## config.mk

```make
export PLATFORM = sky130hd
export DESIGN_NAME = intr_presenter
export DESIGN_NICKNAME = d
export VERILOG_FILES = /design/src/rtl/ipres_pkg.sv /design/src/rtl/ipres_reg_ops.sv /design/src/rtl/ipres_req_arb.sv /design/src/rtl/intr_presenter.sv
export SDC_FILE = /design/constraint.sdc
export NUM_CORES = 1
export LEC_CHECK = 0
export BUFFER_PORTS_ARGS = -buffer_cell sky130_fd_sc_hd__buf_2
export CORE_MARGIN = 2
export CORE_UTILIZATION = 32
export DETAILED_ROUTE_END_ITERATION = 10
export RECOVER_POWER = 50
export SETUP_SLACK_MARGIN = 0.5
export SLEW_MARGIN = 20
export SYNTH_ARGS = -nofsm -noshare
export SYNTH_HDL_FRONTEND = slang
export SYNTH_HIERARCHICAL = 1
export SYNTH_SLANG_ARGS = --single-unit
```

## constraint.sdc

```tcl
create_clock -name clk -period 8.1 [get_ports clk]
set_input_delay 1.62 -clock clk [delete_from_list [all_inputs] [get_ports clk]]
set_output_delay 1.62 -clock clk [all_outputs]
set_load 0.05 [all_outputs]
```

## src/rtl/ipres_pkg.sv

```systemverilog
package ipres_pkg;
  localparam int PRIO_W = 8;
  localparam int SRC_W  = 24;
  localparam int WORD_W = PRIO_W + SRC_W;

  typedef logic [PRIO_W-1:0] prio_t;
  typedef logic [SRC_W-1:0]  src_t;

  typedef struct packed {
    prio_t cppr;
    src_t  xisr;
    prio_t pend;
    prio_t mfrr;
    logic  owned;
  } pres_state_t;

  localparam prio_t PRIO_IDLE = '1;
endpackage

```

## src/rtl/ipres_reg_ops.sv

```systemverilog
module ipres_reg_ops
  import ipres_pkg::*;
#(
  parameter int IPI_SRC = 2
) (
  input  pres_state_t           cur,
  input  logic                  accept_rd,
  input  logic                  cppr_wr,
  input  prio_t                 cppr_data,
  input  logic                  mfrr_wr,
  input  prio_t                 mfrr_data,
  input  logic                  eoi_wr,
  input  logic [WORD_W-1:0]     eoi_data,
  output pres_state_t           nxt,
  output logic                  rej_v,
  output src_t                  rej_src,
  output logic                  ipi_load,
  output logic                  clr_pend,
  output logic                  eoi_v,
  output src_t                  eoi_src,
  output logic                  resend_v
);
  localparam src_t IPI_CODE = src_t'(IPI_SRC);

  pres_state_t mid;
  logic        ipi_chk;
  prio_t       eoi_prio;

  assign eoi_prio = eoi_data[WORD_W-1:SRC_W];

  always_comb begin
    mid      = cur;
    nxt      = cur;
    rej_v    = 1'b0;
    rej_src  = '0;
    ipi_load = 1'b0;
    clr_pend = 1'b0;
    eoi_v    = 1'b0;
    eoi_src  = '0;
    resend_v = 1'b0;
    ipi_chk  = 1'b0;
    if (accept_rd) begin
      mid.cppr  = cur.pend;
      mid.xisr  = '0;
      mid.pend  = PRIO_IDLE;
      mid.owned = 1'b0;
      clr_pend  = 1'b1;
    end else if (cppr_wr) begin
      mid.cppr = cppr_data;
      if (cppr_data < cur.cppr) begin
        if ((cur.xisr != '0) && (cppr_data <= cur.pend)) begin
          rej_v     = cur.owned;
          rej_src   = cur.owned ? cur.xisr : '0;
          mid.xisr  = '0;
          mid.pend  = PRIO_IDLE;
          mid.owned = 1'b0;
          clr_pend  = 1'b1;
        end
      end else if (cppr_data > cur.cppr) begin
        resend_v = 1'b1;
        ipi_chk  = (cur.mfrr < cppr_data);
      end
    end else if (mfrr_wr) begin
      mid.mfrr = mfrr_data;
      ipi_chk  = (mfrr_data < cur.cppr);
    end else if (eoi_wr) begin
      mid.cppr = eoi_prio;
      eoi_v    = 1'b1;
      eoi_src  = eoi_data[SRC_W-1:0];
      resend_v = 1'b1;
      ipi_chk  = (cur.mfrr < eoi_prio);
    end
    nxt = mid;
    if (ipi_chk && !((mid.xisr != '0) && (mid.pend <= mid.mfrr))) begin
      if ((mid.xisr != '0) && mid.owned) begin
        rej_v   = 1'b1;
        rej_src = mid.xisr;
      end
      nxt.xisr  = IPI_CODE;
      nxt.pend  = mid.mfrr;
      nxt.owned = 1'b0;
      ipi_load  = 1'b1;
    end
  end
endmodule

```

## src/rtl/ipres_req_arb.sv

```systemverilog
module ipres_req_arb
  import ipres_pkg::*;
(
  input  pres_state_t cur,
  input  logic        req_valid,
  input  src_t        req_src,
  input  prio_t       req_prio,
  output pres_state_t nxt,
  output logic        take,
  output logic        rej_v,
  output src_t        rej_src
);
  logic beats_cppr;
  logic beats_slot;

  assign beats_cppr = (req_prio < cur.cppr);
  assign beats_slot = (cur.xisr == '0) || (req_prio < cur.pend);
  assign take       = req_valid && beats_cppr && beats_slot;

  always_comb begin
    nxt     = cur;
    rej_v   = 1'b0;
    rej_src = '0;
    if (take) begin
      if ((cur.xisr != '0) && cur.owned) begin
        rej_v   = 1'b1;
        rej_src = cur.xisr;
      end
      nxt.xisr  = req_src;
      nxt.pend  = req_prio;
      nxt.owned = 1'b1;
    end
  end
endmodule

```

## src/rtl/intr_presenter.sv

```systemverilog
module intr_presenter
  import ipres_pkg::*;
#(
  parameter int IPI_SRC = 2
) (
  input  logic              clk,
  input  logic              rst_n,
  input  logic              req_valid,
  input  logic [23:0]       req_src,
  input  logic [7:0]        req_prio,
  input  logic              accept_rd,
  input  logic              cppr_wr,
  input  logic [7:0]        cppr_data,
  input  logic              mfrr_wr,
  input  logic [7:0]        mfrr_data,
  input  logic              eoi_wr,
  input  logic [31:0]       eoi_data,
  output logic [31:0]       status_word,
  output logic              irq_out,
  output logic              reject_valid,
  output logic [23:0]       reject_src,
  output logic              eoi_valid,
  output logic [23:0]       eoi_src,
  output logic              resend_valid
);
  pres_state_t state_q, state_d, s1, s2;
  logic rej1_v, rej2_v, ipi_load, clr_pend, take, eoi1_v, resend1_v;
  src_t rej1_src, rej2_src, eoi1_src;
  logic irq_q, irq_d;
  logic rej_q, eoi_q, res_q;
  src_t rej_src_q, eoi_src_q;
  logic rej_d;
  src_t rej_src_d;

  ipres_reg_ops #(.IPI_SRC(IPI_SRC)) u_ops (
    .cur(state_q), .accept_rd(accept_rd),
    .cppr_wr(cppr_wr), .cppr_data(cppr_data),
    .mfrr_wr(mfrr_wr), .mfrr_data(mfrr_data),
    .eoi_wr(eoi_wr), .eoi_data(eoi_data),
    .nxt(s1), .rej_v(rej1_v), .rej_src(rej1_src),
    .ipi_load(ipi_load), .clr_pend(clr_pend),
    .eoi_v(eoi1_v), .eoi_src(eoi1_src), .resend_v(resend1_v)
  );

  ipres_req_arb u_arb (
    .cur(s1), .req_valid(req_valid), .req_src(req_src), .req_prio(req_prio),
    .nxt(s2), .take(take), .rej_v(rej2_v), .rej_src(rej2_src)
  );

  always_comb begin
    state_d   = s2;
    rej_d     = rej1_v | rej2_v;
    rej_src_d = rej1_v ? rej1_src : (rej2_v ? rej2_src : '0);
    if (take || ipi_load)  irq_d = 1'b1;
    else if (clr_pend)     irq_d = 1'b0;
    else                   irq_d = irq_q;
  end

  always_ff @(posedge clk or negedge rst_n) begin
    if (!rst_n) begin
      state_q.cppr  <= '0;
      state_q.xisr  <= '0;
      state_q.pend  <= PRIO_IDLE;
      state_q.mfrr  <= PRIO_IDLE;
      state_q.owned <= 1'b0;
      irq_q         <= 1'b0;
      rej_q         <= 1'b0;
      rej_src_q     <= '0;
      eoi_q         <= 1'b0;
      eoi_src_q     <= '0;
      res_q         <= 1'b0;
    end else begin
      state_q   <= state_d;
      irq_q     <= irq_d;
      rej_q     <= rej_d;
      rej_src_q <= rej_src_d;
      eoi_q     <= eoi1_v;
      eoi_src_q <= eoi1_src;
      res_q     <= resend1_v;
    end
  end

  assign status_word  = {state_q.cppr, state_q.xisr};
  assign irq_out      = irq_q;
  assign reject_valid = rej_q;
  assign reject_src   = rej_src_q;
  assign eoi_valid    = eoi_q;
  assign eoi_src      = eoi_src_q;
  assign resend_valid = res_q;

  // output level follows the source field
  a_r2_irq_tracks_source: assert property (@(posedge clk) disable iff (!rst_n)
    irq_out == (state_q.xisr != '0));
  // empty slot and idle pending priority coincide
  a_r2_idle_prio: assert property (@(posedge clk) disable iff (!rst_n)
    (state_q.xisr == '0) == (state_q.pend == PRIO_IDLE));
  // register stage and request stage never reject together
  a_r10_one_reject: assert property (@(posedge clk) disable iff (!rst_n)
    !(rej1_v && rej2_v));
  // a reject always names a real source
  a_r10_reject_named: assert property (@(posedge clk) disable iff (!rst_n)
    reject_valid |-> (reject_src != '0));
  // a lone accept drops the output
  a_r5_accept_lowers: assert property (@(posedge clk) disable iff (!rst_n)
    (accept_rd && !req_valid) |=> !irq_out);
  // end-of-interrupt forwards the low field
  a_r9_eoi_forward: assert property (@(posedge clk) disable iff (!rst_n)
    (eoi_wr && !accept_rd && !cppr_wr && !mfrr_wr) |=>
      (eoi_valid && eoi_src == $past(eoi_data[SRC_W-1:0])));
endmodule

```

==> impl_metrics.toml <==
[sta]
totalNegativeSetupSlack_ns = 0
fin_hold_ws_ns = 0.580
worstMarginPinSlew_ns = 4.17
pins_over_slew_limit = 77
period_share = 0.902
fin_skew_ns = 0.0118
achievable-frequency_mhz = 137
grt_setup_unrepaired = "false"
layout_setup_ws_ns = 0.792
timing.final.hold_violations = 0
setup_viol_count_final = 0
worst_slew_margin_rel = -1.78
period_minus_slack_ns = 7.31

[layout]
drive_gt1_frac = 0.254
fillers = 2126
syn2layout_area_growth_pct = 13.6
design.final.nets = 940

[synthesis]
synth_area_leaders = "dfrtp_1 (32%), ha_1 (11%), and2_1 (6.7%)"
synthesis.instances = 686
post_synth_instance_area_um2 = 6660
synth_simple_gate_area_frac = 0.186
yosys.area_share.xor_xnor = 0
synth-edff-count = 0
synth_area_per_cell_um2 = 9.70
synth_top_family_by_area = "simple AND/OR/NAND/NOR gates"
synthFlopType = "dfrtp_1"
yosys.cell_types.count = 59
synth_compound_area_frac = 0.131
ys_seq_area_frac = 0.383
synth_top_area_frac = 0.320
syn_nets = 832
synth.mux.area_fraction = 0.0690
yosys.area.top_type = "dfrtp_1"
yosys_register_bits = 101
synthArstFlopShare = 1.00
synthAdderAreaFrac = 0.111
ys_warn_count = 6

[clock_tree]
post_cts_resized = 0
cts_clk_pin_slew_worst_paths_ns = 0.08
clkLatencyLatePin_ns = 0.36
tritoncts_num_sinks = 101
cts-buffers-inserted = 9
cts_tree = "done"
ctsLongestPathBuffers = 2
post-cts-setup-buffer-count = 0
clock_tree.root_cell = "clkbuf_16"
cts_hold_buf = 0
htree_num_levels = 3

[route]
post_dr_wirelength_cell_um = 16.6
remaining_drc_errors = 0
route.final.wire_length_mm = 17.7
initialDrtViolationCount = 227
detailroute.via_count = 5073
firstDrtPassIters = 4
ant_nets = 0
detailed_route_vias_per_instance = 4.74

[min_path]
worst_hold_path_type = "flop to flop"
hold_path_depth = 2

[worst_setup_path]
worstSetupPathType = "primary input to flop"
regToRegStartpoint = "status_word[31]"
critical_path_sink_type = "flop"
crit-reg2reg-capture = "status_word[23]"
timing.critical_path.fanout_max = 32
critPathArrivalTime_ns = 7.55
endpoint = "status_word[23]"
startpoint_type = "primary input"
timing.reg2reg.worst_path_depth = 25
crit_path_start = "cppr_data[7]"
r2r_setup_slack_ns = 1.73
worst_endpoint_required_time_ns = 8.34

[global_routing]
antenna_found_initial = 1
grt_start_max_net_pins = 77
global_route.usage.total = 0.160
grt_pass1_wl_mm = 27.5
grt_overflow = 0
grt_pass1_vias = 5121

[floorplan]
die_height_um = 148
fp.coreArea_um2 = 20300
die_width_um = 148
floorplan.rows = 52
floorplan.die_area_um2 = 22000
initial_utilization = 0.328
design.portCount = 171

[pwr]
power.ir.vdd_worst_uv = 88.5
total_leakage_power_nw = 3.79
power_dens_cells_nw_per_um2 = 251

[job]
maxCapViolCount = 1

[placement]
globalplace.congestion = 0.830
place.port_buffers = 170
dpl_worst_slack_ns = 0.366
dp_hpwl_mm = 13.6

[status]
violations = "capacitance limit, slew limit"
run_status = "finished, violations left"
-- layout make-up --
class	instances	area, um2	area share
multi-input combinational	450	3340	0.442
sequential	101	2550	0.337
timing repair buffer	175	812	0.107
tap	270	338	0.0447
clock buffer	9	225	0.0298
inverter	57	221	0.0293
clock inverter	7	76.3	0.0101
antenna	1	2.50	0.000331
-- report_power, final --
group	total (W)	switching [W]	leakage (nW)	internal, W
sequential	0.000658	0.0000688	1.31	0.000590
clock	0.000439	0.000219	0.148	0.000220
combinational	0.000802	0.000522	2.33	0.000280
total	0.00190	0.000810	3.79	0.00109
-- worst max-delay path, stage by stage --
cell and delay [ns]:
buf_2 0.13, ha_1 0.32, a21oi_1 0.16, o21ai_1 0.10
or2_0 0.24, or4_4 0.55, nor2_1 0.26, nor2_2 0.16
nand2_1 0.12, ha_1 0.25, nor2b_1 0.14, o21ai_0 0.18
a21oi_1 0.12, o31a_1 0.28, or4_4 0.51, and2_4 0.23
o31a_1 0.27, inv_1 0.06, ha_1 0.23, a211o_1 0.26
a31oi_1 0.17, o221ai_2 0.15, a21o_4 0.24, inv_4 0.38
mux2_2 0.40
-- placed cells by master, fill, tap and decap left out, drive strengths merged, types with 14 or more instances in the layout --
cell and n:
buf 116, dfrtp 85, and2 72, clkbuf 68, ha 59, inv 59, nor2 54, nand2 48
a21oi 34, mux2 32, a22o 31, o21ai 21, dfstp 16, nand4 14
-- per-stage QoR --
step | total power, W | area [um2] | utilization | std cells
floorplan | 0.00134 | 6660 | - | 686
global placement | 0.00146 | 7320 | 0.361 | 1052
detailed placement | 0.00147 | 7320 | 0.361 | 1052
CTS | 0.00192 | 7620 | 0.375 | 1068
global route | 0.00202 | 7560 | 0.373 | 1070
finish | 0.00190 | 7560 | 0.373 | 1070
-- sequential cells by signal, indices dropped and copies added (netlist names) --
register and flops:
status_word 32, eoi_src 24, reject_src 24, state_q 17, eoi_valid 1, irq_out 1
reject_valid 1, resend_valid 1
-- synthesized netlist by cell type (all sizes together), types with 2 or more instances --
cell    count
a211o       2
a211oi      4
a21o        7
a21oi      34
a22o       31
a22oi       2
a41oi       2
and2       72
and3        2
buf        65
clkbuf     14
dfrtp      85
dfstp      16
ha         59
inv        56
mux2       32
mux2i       2
nand2      48
nand2b      6
nand3       2
nand4      14
nor2       54
nor2b       7
nor3        2
nor3b       2
nor4       13
o211ai      5
o21a        2
o21ai      21
o22ai       2
o31a        8
or2         4
or4         2
-- worst min-delay path by stage --
stage / to / startpoint / slack [ns]
3_5_place_dp: irq_out / irq_out / 0.56
5_1_grt: irq_out / irq_out / 0.61
4_1_cts: irq_out / irq_out / 0.58
2_1_floorplan: reject_src[21] / status_word[21] / 0.59
3_3_place_gp: irq_out / irq_out / 0.58
6_report: irq_out / irq_out / 0.58
-- layer usage --
layer,GRT usage,share of wire
met1,0.214,0.46
met2,0.263,0.47
met3,0.0255,0.052
met4,0.0567,0.016
met5,0,0
-- cells by family after synthesis --
logic type	Yosys count
flip-flops	101
adder cells (fa/ha/maj)	59
AO/OA/AOI/OAI	123
multiplexers	34
buffers and inverters	136
AND/OR/NAND/NOR	233
Power figures use the tool's default switching activity.
